==> src/rtl/zs_enc_pkg.sv <==
package zs_enc_pkg;
  // Symbol held in each slot of the substitution window
  typedef enum logic [1:0] {
    SYM_ZERO = 2'd0,  // no pulse
    SYM_MARK = 2'd1,  // data one, normal alternation
    SYM_BPOL = 2'd2,  // inserted balancing pulse, normal alternation
    SYM_VIOL = 2'd3   // violation pulse, repeats previous polarity
  } zs_sym_t;
endpackage

==> src/rtl/zs_edge_capture.sv <==
module zs_edge_capture #(
  parameter int WIDTH = 2
) (
  input  logic             clk,
  input  logic             rst,
  input  logic             fall_sel,
  input  logic [WIDTH-1:0] din,
  output logic [WIDTH-1:0] dout
);
  logic [WIDTH-1:0] fall_q;

  // One falling-edge stage per lane; the rising-edge path uses the pin itself
  for (genvar g = 0; g < WIDTH; g++) begin : g_lane
    always_ff @(negedge clk) begin
      if (rst) fall_q[g] <= 1'b0;
      else     fall_q[g] <= din[g];
    end
    assign dout[g] = fall_sel ? fall_q[g] : din[g];
  end
endmodule

==> src/rtl/zs_subst_window.sv <==
module zs_subst_window
  import zs_enc_pkg::*;
#(
  parameter int LONG_RUN  = 4,
  parameter int SHORT_RUN = 3
) (
  input  logic    clk,
  input  logic    rst,
  input  logic    strobe,
  input  logic    bit_in,
  input  logic    force_one,
  input  logic    long_mode,
  output zs_sym_t exit_sym
);
  localparam int DEPTH = LONG_RUN;
  localparam int CW    = (LONG_RUN > 2) ? $clog2(LONG_RUN) : 1;

  zs_sym_t        slot     [DEPTH];
  zs_sym_t        slot_nxt [DEPTH];
  logic [CW-1:0]  zrun;
  logic           par_odd;
  logic [CW-1:0]  run_m1;
  logic           entry_mark;
  logic           subst;
  logic           add_b;

  assign run_m1     = long_mode ? CW'(LONG_RUN - 1) : CW'(SHORT_RUN - 1);
  assign entry_mark = bit_in | force_one;
  assign subst      = !entry_mark && (zrun == run_m1);
  assign add_b      = subst && !par_odd;

  assign slot_nxt[0] = entry_mark ? SYM_MARK : (subst ? SYM_VIOL : SYM_ZERO);

  // Shift path; the oldest slot of the run becomes B when balance is needed
  for (genvar i = 1; i < DEPTH; i++) begin : g_slot
    assign slot_nxt[i] = (add_b && (run_m1 == CW'(i))) ? SYM_BPOL : slot[i-1];
  end

  always_ff @(posedge clk) begin
    if (rst) begin
      for (int i = 0; i < DEPTH; i++) slot[i] <= SYM_ZERO;
      zrun    <= '0;
      par_odd <= 1'b0;
    end else if (strobe) begin
      for (int i = 0; i < DEPTH; i++) slot[i] <= slot_nxt[i];
      if (entry_mark) begin
        zrun    <= '0;
        par_odd <= !par_odd;
      end else if (subst) begin
        zrun    <= '0;
        par_odd <= 1'b0;
      end else begin
        zrun    <= zrun + 1'b1;
      end
    end
  end

  // Symbol leaving the window on this strobe
  assign exit_sym = long_mode ? slot[DEPTH-1] : slot[SHORT_RUN-1];

  AST_RUN_BELOW_LIMIT: assert property (@(posedge clk) disable iff (rst)
    zrun <= run_m1);
  AST_VIOL_AFTER_ZERO: assert property (@(posedge clk) disable iff (rst)
    (slot[0] == SYM_VIOL) |-> (slot[1] == SYM_ZERO));
endmodule

==> src/rtl/zs_rail_driver.sv <==
module zs_rail_driver
  import zs_enc_pkg::*;
(
  input  logic    clk,
  input  logic    rst,
  input  logic    strobe,
  input  logic    encode,
  input  zs_sym_t exit_sym,
  input  logic    byp_pos,
  input  logic    byp_neg,
  output logic    rail_pos,
  output logic    rail_neg
);
  logic last_pos;   // 1: previous pulse was positive
  logic pulse;
  logic pol_pos;
  logic gap_odd;    // pulses seen leaving since the last violation
  logic enc_q;

  assign pulse   = (exit_sym != SYM_ZERO);
  assign pol_pos = (exit_sym == SYM_VIOL) ? last_pos : !last_pos;

  always_ff @(posedge clk) begin
    if (rst) begin
      rail_pos <= 1'b0;
      rail_neg <= 1'b0;
      last_pos <= 1'b0;
      enc_q    <= 1'b0;
    end else if (strobe) begin
      enc_q <= encode;
      if (encode) begin
        rail_pos <= pulse && pol_pos;
        rail_neg <= pulse && !pol_pos;
        if (pulse) last_pos <= pol_pos;
      end else begin
        rail_pos <= byp_pos;
        rail_neg <= byp_neg;
      end
    end
  end

  // Gap parity tracked at the exit, independently of the window's choice
  always_ff @(posedge clk) begin
    if (rst)                                   gap_odd <= 1'b0;
    else if (strobe && exit_sym == SYM_VIOL)   gap_odd <= 1'b0;
    else if (strobe && pulse)                  gap_odd <= !gap_odd;
  end

  AST_VIOL_ODD_GAP: assert property (@(posedge clk) disable iff (rst)
    (strobe && exit_sym == SYM_VIOL) |-> gap_odd);
  AST_HOLD_IDLE: assert property (@(posedge clk) disable iff (rst)
    !strobe |=> ($stable(rail_pos) && $stable(rail_neg)));
  AST_RAILS_EXCLUSIVE: assert property (@(posedge clk) disable iff (rst)
    enc_q |-> !(rail_pos && rail_neg));
endmodule

==> src/rtl/zs_line_encoder.sv <==
module zs_line_encoder
  import zs_enc_pkg::*;
#(
  parameter int LONG_RUN  = 4,
  parameter int SHORT_RUN = 3
) (
  input  logic clk,
  input  logic rst,
  input  logic tx_en,
  input  logic tx_pos,
  input  logic tx_neg,
  input  logic long_mode,
  input  logic single_rail,
  input  logic all_ones,
  input  logic fall_edge,
  output logic line_pos,
  output logic line_neg
);
  localparam int LANES = 2;

  logic [LANES-1:0] cap;
  zs_sym_t          exit_sym;

  zs_edge_capture #(.WIDTH(LANES)) u_cap (
    .clk      (clk),
    .rst      (rst),
    .fall_sel (fall_edge),
    .din      ({tx_pos, tx_neg}),
    .dout     (cap)
  );

  zs_subst_window #(.LONG_RUN(LONG_RUN), .SHORT_RUN(SHORT_RUN)) u_win (
    .clk       (clk),
    .rst       (rst),
    .strobe    (tx_en),
    .bit_in    (cap[1]),
    .force_one (all_ones),
    .long_mode (long_mode),
    .exit_sym  (exit_sym)
  );

  zs_rail_driver u_drv (
    .clk      (clk),
    .rst      (rst),
    .strobe   (tx_en),
    .encode   (single_rail),
    .exit_sym (exit_sym),
    .byp_pos  (cap[1]),
    .byp_neg  (cap[0]),
    .rail_pos (line_pos),
    .rail_neg (line_neg)
  );
endmodule

==> config.mk <==
export PLATFORM = sky130hd
export DESIGN_NAME = zs_line_encoder
export DESIGN_NICKNAME = d
export VERILOG_FILES = /design/src/rtl/zs_enc_pkg.sv /design/src/rtl/zs_edge_capture.sv /design/src/rtl/zs_subst_window.sv /design/src/rtl/zs_rail_driver.sv /design/src/rtl/zs_line_encoder.sv
export SDC_FILE = /design/constraint.sdc
export NUM_CORES = 1
export LEC_CHECK = 0
export BUFFER_PORTS_ARGS = -buffer_cell sky130_fd_sc_hd__clkbuf_2
export CORE_UTILIZATION = 54
export CTS_CLUSTER_SIZE = 40
export DETAILED_ROUTE_END_ITERATION = 16
export PLACE_DENSITY = 0.75
export SLEW_MARGIN = 10
export SYNTH_ARGS = -nofsm -noshare
export SYNTH_HDL_FRONTEND = slang
export SYNTH_SLANG_ARGS = --single-unit
==> constraint.sdc <==
create_clock -name clk -period 1.6 [get_ports clk]
set_input_delay 0.32 -clock clk [delete_from_list [all_inputs] [get_ports clk]]
set_output_delay 0.32 -clock clk [all_outputs]
set_load 0.005 [all_outputs]
# ---- Yosys cells after proc, flatten, opt, wreduce, memory -nomap -nowiden
# Memories as Yosys holds them, arrays and structs flattened.
# Index checks and enable logic that the tools add are counted.
dict set report totals {
  mem_count 1
  regBits 8
  ramBits 8
  elab_cells 59
  out_inout_bits 2
  inputBits 9
}
# memory depth width read_ports rd_clocked_by_memory_dff wr line
set mem_list {}
lappend mem_list {u_win.slot 4 2 4 0 4 zs_subst_window.sv:18} ;# zs_sym_t slot [DEPTH];
dict set report op_classes {
  n_reduce_logical 15
  mux 25
  n_addsub 1
  bitwise_logic 5
  eq_ne 5
}
# cell n
set op_table {}
lappend op_table {{$mux W2} 12}
lappend op_table {{$mux W1} 13}
lappend op_table {{$logic_and A1 B1 Y1} 7}
lappend op_table {{$eq A2 B2 Y1 const B} 3}
lappend op_table {{$or A1 B1 Y1} 5}
lappend op_table {{$logic_not A1 Y1} 4}
lappend op_table {{$reduce_bool A2 Y1} 2}
lappend op_table {{$reduce_and A3 Y1} 1}
lappend op_table {{$add A2 B1 Y2 const B} 1}
lappend op_table {{$eq A2 B1 Y1 const B} 1}
lappend op_table {{$eq A2 B2 Y1} 1}
lappend op_table {{$reduce_and A2 Y1} 1}

# ---- Longest topological paths before layout
dict set report logic_depth {
  word_depth 8
  depth_mapped 4
  ltp_nobuf 3
}

# ---- Hierarchy
# Synthesis repeated with hierarchy kept, for this count alone.
dict set report hier_totals {
  hier_cells 77
  area_unflattened_um2 789.5
}
# mod area_per_inst_um2 instances seq_area_each_um2 cells_each
set by_module_without_submodules {}
lappend by_module_without_submodules {zs_subst_window 556.8 1 300.3 50}
lappend by_module_without_submodules {zs_rail_driver 153.9 1 60.1 20}
lappend by_module_without_submodules {zs_edge_capture 78.8 1 40.0 7}

==> impl_metrics.env <==
export IMPL_status="finished, violations left"
export IMPL_violations="setup timing"
export IMPL_setup_ws_ps=-455
export IMPL_die_h_um=41.9
export IMPL_grt_setup_unrepaired="yes"
export IMPL_overflow=0
export IMPL_path_clk_slew_ps=100
export IMPL_dieArea_mm2=0.00176
export IMPL_dieWidth_um=41.9
export IMPL_rr_endpoint="u_win.slot[0][4]"
export IMPL_r2r_start="u_cap.fall_q[1]"
export IMPL_setup_violations_final=11
export IMPL_grt_first_pass_wirelength_mm=2.89
export IMPL_fin_setup_tns_ps=-3550
export IMPL_whs_ps=361
export IMPL_power_total_mw=0.923
export IMPL_viasPerCell=5.94
export IMPL_ir_drop_v=0.000632
export IMPL_crit_path_end_kind="flop"
export IMPL_startpoint_type="flop"
export IMPL_routed_wl_mm=1.65
export IMPL_vias=683
export IMPL_antenna_cells=0
export IMPL_synth_largest_area_cell="edfxtp_1"
export IMPL_slew_headroom_pct=79.5
export IMPL_yosysUniqueCellTypes=34
export IMPL_drc=0
export IMPL_grt_util_all_layers_pct=21.5
export IMPL_syn2layout_area_growth_pct=19.2
export IMPL_ys_top_cells_by_area="edfxtp_1 28%, dfxtp_1 19%, nor2b_1 5.1%"
export IMPL_antenna_left=0
export IMPL_min_path_type="input pin to flop"
export IMPL_cts_sinks=16
export IMPL_ys_ff_latch=16
export IMPL_worstPathArrival_ps=2100
export IMPL_leakagePower_nw=0.429
export IMPL_layout_common_cells="10 x clkbuf_2, 8 x edfxtp_1, 7 x nor2b_1, 7 x dfxtp_1"
export IMPL_syn_inst=81
export IMPL_fp_row_count=14
export IMPL_ys_async_sr_fraction_pct=0
export IMPL_critPathRequiredTime_ps=1650
export IMPL_tritoncts="done"
export IMPL_drive_gt1_share_pct=35.4
export IMPL_dp_hpwl_mm=1.19
export IMPL_finalMaxSlewViolations=0
export IMPL_ff2ff_path_depth=3
export IMPL_coreArea_mm2=0.00149
export IMPL_dr_pass1_iters=4
export IMPL_routedWlPerCell_um=14.4
export IMPL_portBuffers=10
export IMPL_start_util_pct=57.8
export IMPL_endpoint="u_win.slot[0][4]"
export IMPL_power_density_mw_per_mm2=900
export IMPL_num_io_pins=11
export IMPL_insertion_delay_ps=350
export IMPL_final_common_cell="clkbuf_2"
export IMPL_yosysTopAreaCellShare_pct=27.9
export IMPL_clock_skew_ps=67.4
export IMPL_grt_max_degree=12
export IMPL_hold_violations=0
export IMPL_gp_congestion=0.780
export IMPL_grt_pass1_vias=671
export IMPL_critPathKind="flop to flop"
export IMPL_r2r_slack_ps=-460
export IMPL_cts_root_buffer_cell="clkbuf_4"
export IMPL_postCtsHoldBufs=0
export IMPL_tightest_slew_ps=307
export IMPL_nets=109
export IMPL_antenna_found_initial=0
export IMPL_syn_avg_cell_area_um2=10.6
export IMPL_htree_num_levels=1
export IMPL_clockBufferDepth=2
export IMPL_first_iter_violations=21
export IMPL_cap_violations=0
export IMPL_synth_fp_nets=90
export IMPL_synthFlopType="edfxtp_1"
export IMPL_ys_warn_count=0
export IMPL_numCtsBuffers=3
export IMPL_netlist_area_um2=861
export IMPL_synth_edf_count=8
export IMPL_synth_seq_area_share_pct=46.5
export IMPL_path_max_fanout=2
export IMPL_cp_startpoint="u_cap.fall_q[1]"
-- state kept, by name, indices dropped and copies added (netlist names) --
name and count:
u_cap.fall_q 2, u_drv.rail_neg 1, u_win.zrun 2, u_win.slot 8, u_win.par_odd 1, u_drv.last_pos 1
u_drv.rail_pos 1
-- worst max-delay path, stage by stage, from the launching register on --
cell and delay [ps]:
dfxtp_2 310, mux2i_2 160, nand4_1 160, o311a_1 320
-- metrics by stage --
step	instances	area, µm²	setup slack (ps)	utilization, %
final	115	1030	-455	68.9
after global routing	115	1030	-507	68.9
after CTS	116	1020	-443	68.7
after detailed placement	110	966	-395	64.9
after global placement	110	966	-347	64.9
after floorplan	81	872	-364	-
-- timing repair --
| item | in CTS | in global routing |
|---|---|---|
| gates resized for setup | 2 | 3 |
| setup buffers | 1 | 1 |
| endpoints found under the setup margin | 11 | 11 |
| pin swaps | 3 | 4 |
-- cell type report --
class / count / area (µm²)
fill: 114 / 463
clock buffer: 3 / 22.5
inverter: 4 / 15.0
sequential: 16 / 402
multi-input combinational: 57 / 447
timing repair buffer: 16 / 95.1
clock inverter: 3 / 25.0
tap: 16 / 20.0
-- metal layers --
| layer | global-route usage [%] | share of wire (%) |
|---|---|---|
| met1 | 29.6 | 47 |
| met2 | 33.4 | 48 |
| met3 | 2.61 | 3.7 |
| met4 | 11.0 | 1.5 |
| met5 | 0 | 0 |
-- report_power, final --
part	switching (mW)	internal, mW
Sequential	0.0217	0.456
Clock	0.143	0.178
Combinational	0.0597	0.0649
-- Yosys cell counts, drive strengths merged (3+ instances only) --
| cell type | n |
|---|---|
| a21oi | 5 |
| and2 | 3 |
| buf | 3 |
| dfxtp | 8 |
| edfxtp | 8 |
| inv | 5 |
| mux2 | 3 |
| nand3b | 4 |
| nand4 | 3 |
| nor2 | 6 |
| nor2b | 7 |
| xnor2 | 3 |
-- how the worst min path moves through the flow --
stage                     start          endpoint  slack, ps  cells past startpoint
2_1_floorplan          all_ones     u_win.zrun[1]        490                      2
3_3_place_gp   u_win.slot[0][1]  u_win.slot[0][3]        500                      1
3_5_place_dp   u_win.slot[0][1]  u_win.slot[0][3]        510                      1
4_1_cts             single_rail    u_drv.rail_neg        370                      3
5_1_grt                all_ones     u_win.zrun[1]        390                      3
6_report            single_rail    u_drv.rail_neg        360                      3
-- cells by family after synthesis --
kind of cell | Yosys count | share of synthesized area (%)
AO/OA/AOI/OAI | 16 | 14.5
XOR/XNOR | 3 | 3.93
buffers and inverters | 8 | 4.65
flip-flops | 16 | 46.5
multiplexers | 4 | 5.09
AND/OR/NAND/NOR | 34 | 25.3
No activity file was read; power rests on OpenSTA's default activity.
